**src/rtl/tbpwm_pkg.sv**
```systemverilog
package tbpwm_pkg;
   // Shortest period the timebase accepts; smaller requests are raised to it.
   localparam int unsigned MIN_PERIOD = 2;

   typedef enum logic {
      POL_ACT_HIGH = 1'b0,
      POL_ACT_LOW  = 1'b1
   } pol_e;
endpackage

```
**src/rtl/tbpwm_timebase.sv**
```systemverilog
module tbpwm_timebase #(
   parameter int unsigned CNT_W      = 16,
   parameter int unsigned RST_PERIOD = 16
) (
   input  logic             clk_i,
   input  logic             rst_ni,
   input  logic             tick_en_i,
   input  logic [CNT_W-1:0] period_i,
   output logic [CNT_W-1:0] count_o,
   output logic             wrap_o
);
   import tbpwm_pkg::*;

   localparam logic [CNT_W-1:0] MIN_P   = CNT_W'(MIN_PERIOD);
   localparam logic [CNT_W-1:0] RST_P   = CNT_W'(RST_PERIOD);
   localparam logic [CNT_W-1:0] FIRST_C = CNT_W'(1);

   logic [CNT_W-1:0] cnt_q;
   logic [CNT_W-1:0] per_q;
   logic [CNT_W-1:0] per_req;
   logic             at_end;

   assign per_req = (period_i < MIN_P) ? MIN_P : period_i;
   assign at_end  = (cnt_q >= per_q);
   assign wrap_o  = tick_en_i & at_end;

   always_ff @(posedge clk_i) begin
      if (!rst_ni) begin
         cnt_q <= FIRST_C;
         per_q <= RST_P;
      end else if (tick_en_i) begin
         if (at_end) begin
            cnt_q <= FIRST_C;
            per_q <= per_req;
         end else begin
            cnt_q <= cnt_q + FIRST_C;
         end
      end
   end

   assign count_o = cnt_q;
endmodule

```
**src/rtl/tbpwm_channel.sv**
```systemverilog
module tbpwm_channel #(
   parameter int unsigned CNT_W   = 16,
   parameter bit          OUT_REG = 1'b1
) (
   input  logic             clk_i,
   input  logic             rst_ni,
   input  logic [CNT_W-1:0] count_i,
   input  logic             wrap_i,
   input  logic [CNT_W-1:0] duty_i,
   input  logic [CNT_W-1:0] phase_i,
   input  logic             pol_i,
   output logic             pwm_o
);
   import tbpwm_pkg::*;

   logic [CNT_W-1:0] duty_q;
   logic [CNT_W-1:0] phase_q;
   pol_e             pol_q;
   logic [CNT_W:0]   trail_edge;
   logic             in_pulse;
   logic             level;

   // Working settings move only on the shared boundary strobe.
   always_ff @(posedge clk_i) begin
      if (!rst_ni) begin
         duty_q  <= '0;
         phase_q <= '0;
         pol_q   <= POL_ACT_HIGH;
      end else if (wrap_i) begin
         duty_q  <= duty_i;
         phase_q <= phase_i;
         pol_q   <= pol_e'(pol_i);
      end
   end

   assign trail_edge = {1'b0, phase_q} + {1'b0, duty_q};
   assign in_pulse   = (count_i > phase_q) && ({1'b0, count_i} <= trail_edge);
   assign level      = in_pulse ^ (pol_q == POL_ACT_LOW);

   generate
      if (OUT_REG) begin : g_reg_out
         logic pwm_q;
         always_ff @(posedge clk_i) begin
            if (!rst_ni) pwm_q <= 1'b0;
            else         pwm_q <= level;
         end
         assign pwm_o = pwm_q;
      end else begin : g_comb_out
         assign pwm_o = level;
      end
   endgenerate
endmodule

```
**src/rtl/tbpwm_group.sv**
```systemverilog
module tbpwm_group #(
   parameter int unsigned CNT_W      = 16,
   parameter int unsigned NUM_CH     = 4,
   parameter int unsigned RST_PERIOD = 16,
   parameter bit          OUT_REG    = 1'b1
) (
   input  logic                    clk_i,
   input  logic                    rst_ni,
   input  logic                    tick_en_i,
   input  logic [CNT_W-1:0]        period_i,
   input  logic [NUM_CH*CNT_W-1:0] duty_i,
   input  logic [NUM_CH*CNT_W-1:0] phase_i,
   input  logic [NUM_CH-1:0]       pol_i,
   output logic [NUM_CH-1:0]       pwm_o,
   output logic [CNT_W-1:0]        tb_count_o,
   output logic                    tb_wrap_o
);
   localparam longint unsigned CNT_MAX = (64'd1 << CNT_W) - 64'd1;

   initial begin
      if (CNT_W < 2 || CNT_W > 32)
         $error("tbpwm_group: CNT_W must lie in 2..32");
      if (NUM_CH < 1)
         $error("tbpwm_group: NUM_CH must be at least 1");
      if (RST_PERIOD < tbpwm_pkg::MIN_PERIOD || longint'(RST_PERIOD) > CNT_MAX)
         $error("tbpwm_group: RST_PERIOD out of range");
   end

   logic [CNT_W-1:0] count;
   logic             wrap;

   tbpwm_timebase #(
      .CNT_W      (CNT_W),
      .RST_PERIOD (RST_PERIOD)
   ) u_timebase (
      .clk_i     (clk_i),
      .rst_ni    (rst_ni),
      .tick_en_i (tick_en_i),
      .period_i  (period_i),
      .count_o   (count),
      .wrap_o    (wrap)
   );

   generate
      for (genvar k = 0; k < NUM_CH; k++) begin : g_ch
         tbpwm_channel #(
            .CNT_W   (CNT_W),
            .OUT_REG (OUT_REG)
         ) u_ch (
            .clk_i   (clk_i),
            .rst_ni  (rst_ni),
            .count_i (count),
            .wrap_i  (wrap),
            .duty_i  (duty_i[k*CNT_W +: CNT_W]),
            .phase_i (phase_i[k*CNT_W +: CNT_W]),
            .pol_i   (pol_i[k]),
            .pwm_o   (pwm_o[k])
         );
      end
   endgenerate

   assign tb_count_o = count;
   assign tb_wrap_o  = wrap;
endmodule

```
**config.mk**
```make
export PLATFORM = sky130hd
export DESIGN_NAME = tbpwm_group
export DESIGN_NICKNAME = d
export VERILOG_FILES = /design/src/rtl/tbpwm_pkg.sv /design/src/rtl/tbpwm_timebase.sv /design/src/rtl/tbpwm_channel.sv /design/src/rtl/tbpwm_group.sv
export SDC_FILE = /design/constraint.sdc
export NUM_CORES = 1
export LEC_CHECK = 0
export BUFFER_PORTS_ARGS = -buffer_cell sky130_fd_sc_hd__buf_2
export CAP_MARGIN = 15
export CORE_MARGIN = 2
export CORE_UTILIZATION = 64
export DETAILED_ROUTE_END_ITERATION = 7
export GPL_TIMING_DRIVEN = 1
export PLACE_DENSITY = 0.95
export SYNTH_ARGS = -nofsm -noshare
export SYNTH_HDL_FRONTEND = slang
export SYNTH_SLANG_ARGS = --single-unit
```
**constraint.sdc**
```tcl
create_clock -name clk_i -period 7.62 [get_ports clk_i]
set_input_delay 1.524 -clock clk_i [delete_from_list [all_inputs] [get_ports clk_i]]
set_output_delay 1.524 -clock clk_i [all_outputs]
set_load 0.03 [all_outputs]
```
* Word-level counts from Yosys, hierarchy flattened
Index checks and enable logic that the tools add are counted.
Widths: inputs -> output; s select.
** Operators by class
- $lt $le $gt $ge :: 10
- $add $sub $neg :: 5
- Multiplexer cells :: 2
- Bitwise logic cells :: 5
- Reduce and logical (&&, ||, !) cells :: 5
** Operator list (number)
- $add 16x16->17 :: 4
- $le 16x17->1 :: 4
- $gt 16x16->1 :: 4
- $mux 16 :: 2
- $add 16x1->16 const B :: 1
- $ge 16x16->1 :: 1
- $lt 16x2->1 const B :: 1
- $logic_and 1x1->1 :: 4
- $xor 1x1->1 :: 4
- $reduce_and 2->1 :: 1
- $and 1x1->1 :: 1
** Word-level totals
- Output and inout port bits :: 21
- Flip-flop bits (word level) :: 168
- Input bits :: 151

* Logic depth before layout (Yosys ltp)
- Depth after elaboration :: 4
- Gate-level depth with buffers :: 17

* By module
From an unflattened synthesis, not the netlist that was laid out.
** Second synthesis, totals
- Cell total of the unflattened synthesis :: 1437
- Area, all modules :: 12974.9 sq um
** Modules (own cells, without submodules)
- tbpwm_channel (g_ch[2].u_ch ...) :: sequential area each 680.7 sq um, area an instance 2687.6 sq um, instances 2, cells each 292
- tbpwm_channel (g_ch[0].u_ch) :: sequential area each 680.7 sq um, area an instance 2831.5 sq um, instances 1, cells each 312
- tbpwm_channel (g_ch[1].u_ch) :: sequential area each 680.7 sq um, area an instance 2822.7 sq um, instances 1, cells each 315
- tbpwm_timebase :: sequential area each 640.6 sq um, area an instance 1945.6 sq um, instances 1, cells each 226

* Least setup slack after synthesis
No wires, ideal clock.
- Kind :: register to output
- Start :: reg u_timebase.cnt_q[0], in the netlist u_timebase.count_o[0]
- End :: out tb_wrap_o
- Data required time :: 6.096 ns
- Slack :: 3.319 ns
- Cell stages (with the launch flop) :: 12
- Arrival :: 2.777 ns
- Buffers on the path :: 3
- Cell sequence :: dfxtp_1 inv_1 ha_1 nand2b_1 a21o_1 a21o_1 a211o_1 a211o_1 and2_1 buf_2 buf_6 buf_6
** Between the ends
- Word-level cells in the longest chain between the ends :: 2
** Ends and longest elaborated chain
- from (decl) :: line tbpwm_timebase.sv:18 : logic [CNT_W-1:0] cnt_q;
- from (signal assigned) :: line tbpwm_timebase.sv:36 : cnt_q <= cnt_q + FIRST_C;
- $ge 16x16->1 :: line tbpwm_timebase.sv:24 : assign at_end = (cnt_q >= per_q);
- $and 1x1->1 :: line tbpwm_timebase.sv:25 : assign wrap_o = tick_en_i & at_end;
- to (decl) :: line tbpwm_group.sv:16 : output logic tb_wrap_o
No other way between the ends.

* Final worst setup path
- Start :: reg u_timebase.cnt_q[6], in the netlist u_timebase.count_o[6]
- End :: out tb_wrap_o
Same word-level chain as after synthesis.

==> results.ini <==
[run_status]
status = complete, no violations

[drt]
drt_wl_total_mm = 33.26
ant_nets = 0
via_per_inst = 5.930
drt_iter0_markers = 722
drc = 0
vias = 11620
drt_pass1_iterations = 7
wire_per_inst_um = 16.97

[power_and_ir_drop]
p_leak_nw = 6.398
worst_ir_drop_vdd_mv = 0.1497
power_density_nw_per_um2 = 132.4
total_power_w = 0.001903

[die]
dieHeight_um = 145.9
die_w_um = 145.9
io_pins = 172
start_util_pct = 65.82
dieArea_um2 = 21300
core-area_um2 = 19590
num_rows = 51

[cts]
cts_hold_buf = 0
cts_resized = 0
clock_tree.root_cell = clkbuf_16
cts_tree = yes
clock_sinks = 168
post_cts.repair.setup_buffers = 0
cts_max_level = 4
cts_buffers = 17
clockBufferDepth = 2
path_clk_slew_ns = 0.07
clkLatencyLatePin_ns = 0.44

[yosys]
yosysWarnings = 0
yosysSeqAreaShare_pct = 26.08
synth_most_common_cell = nand2_1
avgSynthCellArea_um2 = 8.346
synth_top_cell_area_share_pct = 26.08
ys_types = 54
synthCells = 1545
synth_area_um2 = 12890
synth-seq-cells = 168
synth_area_leaders = dfxtp_1, ha_1, mux2i_1
synth_nets = 1909
synthArstFlopShare_pct = 0
ys_top_cells_by_count = nand2_1, ha_1, dfxtp_1
synthFlopType = dfxtp_1
yosysTopAreaCell = dfxtp_1
synth_edf_count = 0

[finish]
fillCellCount = 1391
layout-drive-gt1-share_pct = 13.45
multi_input_area_um2 = 8823
syn_to_final_growth_pct = 11.53
seqCellArea_um2 = 3363
fin_nets = 2046
antenna_cells = 0

[timing]
finClkSkew_ns = 0.008991
fin_crit_ns = 5.106
rsz0062_at_grt = no
hold_violations = 0
max_slew_margin_pct = 27.20
setup_viol = 0
max_freq_ghz = 0.1958
slew_viol_final = 0
tightestPinTransition_ns = 1.092
final.setup.tns_ns = 0
fin_crit_sh_pct = 67.01
hold_ws_ns = 0.4589

[min_path]
min-delay-start = u_timebase.per_q[5]$_SDFFE_PN0P_
hp-class = flip-flop to flip-flop
holdPathStages = 2
min_to = u_timebase.per_q[5]$_SDFFE_PN0P_

[global_route]
grtUsageTotal_pct = 31.25
grt_max_degree = 118
grt_antenna_before_repair = 0
grt_pass1_wl_mm = 55.11
overflow = 0
grt_pass1_vias = 12040

[setup_path]
r2r_start = u_timebase.count_o[6]$_SDFFE_PN0P_
cp_data_arrival_time_ns = 3.58
crit_type = flip-flop to output pin
crit-reg2reg-capture = g_ch[1].u_ch.duty_q[2]$_SDFFE_PN0P_
cp_max_fo = 60
r2r_cells = 9
cp-end-kind = output pin
r2r_setup_slack_ns = 2.81
worstPathRequired_ns = 6.10
start_kind = flip-flop

[place]
io_buffers = 171
dp_hpwl_mm = 24.47
globalplace.congestion = 0.9433

[flow_run]
cap_violations = 0

-- metal layers --
layer  part of all wire [%]  global-route usage, %
met5                      0                      0
met2                     49                  55.45
met4                    4.9                  16.86
met3                    5.7                  6.144
met1                     40                  35.27
-- power by group --
group | internal [W] | total (W) | switching [W]
registers | 0.000882 | 0.000890 | 0.00000818
logic | 0.0000779 | 0.000175 | 0.0000969
clock network | 0.000460 | 0.000839 | 0.000379
-- metrics by stage --
step           area [µm²]  std cells  worst slack [ns]  utilization, %
3_3_place_gp        13820       1928             3.055           70.54
5_1_grt             14380       1960             2.391           73.41
6_report            14380       1960             2.514           73.41
3_5_place_dp        13820       1928             2.910           70.54
4_1_cts             14380       1960             2.582           73.41
2_1_floorplan       12890       1545             3.319               -
-- cells in the final DEF (no fill, tap or decap), types with 8 or more instances in the layout --
cell type  netlist  routed
buf_4            4       8
nand3_1         17      17
ha_1           209     209
nor2_1          49      49
o21a_1          15      15
buf_2            7     170
o21ai_0         52      52
dfxtp_1        168     168
xor2_1          31      31
nor4_1          10      10
o21bai_1        11      11
nand2b_1        11      11
clkbuf_16        0      17
nor2b_1         13      13
mux2i_1        151     151
a21o_1          35      35
a211oi_1        13      13
inv_1          100     100
nand4_1         32      32
a31oi_1          8       8
a21oi_1         90      90
nand2_1        336     336
xnor2_1         36      36
nor3b_2         13      13
-- how the worst max path moves through the flow --
stage	startpoint	to	slack, ns
after floorplan	u_timebase.count_o[0]$_SDFFE_PN1P_	tb_wrap_o	3.32
after global placement	u_timebase.count_o[6]$_SDFFE_PN0P_	g_ch[1].u_ch.duty_q[6]$_SDFFE_PN0P_	3.06
after detailed placement	u_timebase.count_o[6]$_SDFFE_PN0P_	g_ch[1].u_ch.duty_q[2]$_SDFFE_PN0P_	2.91
after CTS	u_timebase.count_o[6]$_SDFFE_PN0P_	tb_wrap_o	2.58
after global routing	u_timebase.count_o[6]$_SDFFE_PN0P_	tb_wrap_o	2.39
final	u_timebase.count_o[6]$_SDFFE_PN0P_	tb_wrap_o	2.51
-- layout make-up --
class / count / share of cell area [%]
clock buffers: 18 / 3.054
clock inverters: 14 / 0.8613
inverters: 100 / 2.610
multi-input cells: 1216 / 61.35
flip-flops and latches: 168 / 23.39
well taps: 265 / 2.306
repair buffers: 179 / 6.429
-- registers in the layout, summed over array words and instances (netlist names) --
signal,flops
g_ch.u_ch.duty_q,64
g_ch.u_ch.phase_q,64
u_timebase.count_o,16
u_timebase.per_q,16
g_ch.u_ch.pol_q,4
g_ch.u_ch.pwm_o,4
-- worst max-delay path: stages, from the launching register on --
cell,delay (ns)
dfxtp_1,0.87
ha_1,0.29
o21a_1,0.13
nor2_1,0.04
nor4_1,0.24
a211o_1,0.33
and2_4,0.84
buf_2,0.34
-- cell families after synthesis --
kind of cell             share of synthesized area [%]
multiplexers                                     11.72
adder cells (fa/ha/maj)                          20.90
buffers and inverters                            5.511
AND/OR/NAND/NOR                                  18.07
XOR/XNOR                                         4.551
AO/OA/AOI/OAI                                    13.17
flip-flops                                       26.08
No activity file was read; power rests on OpenSTA's default activity.
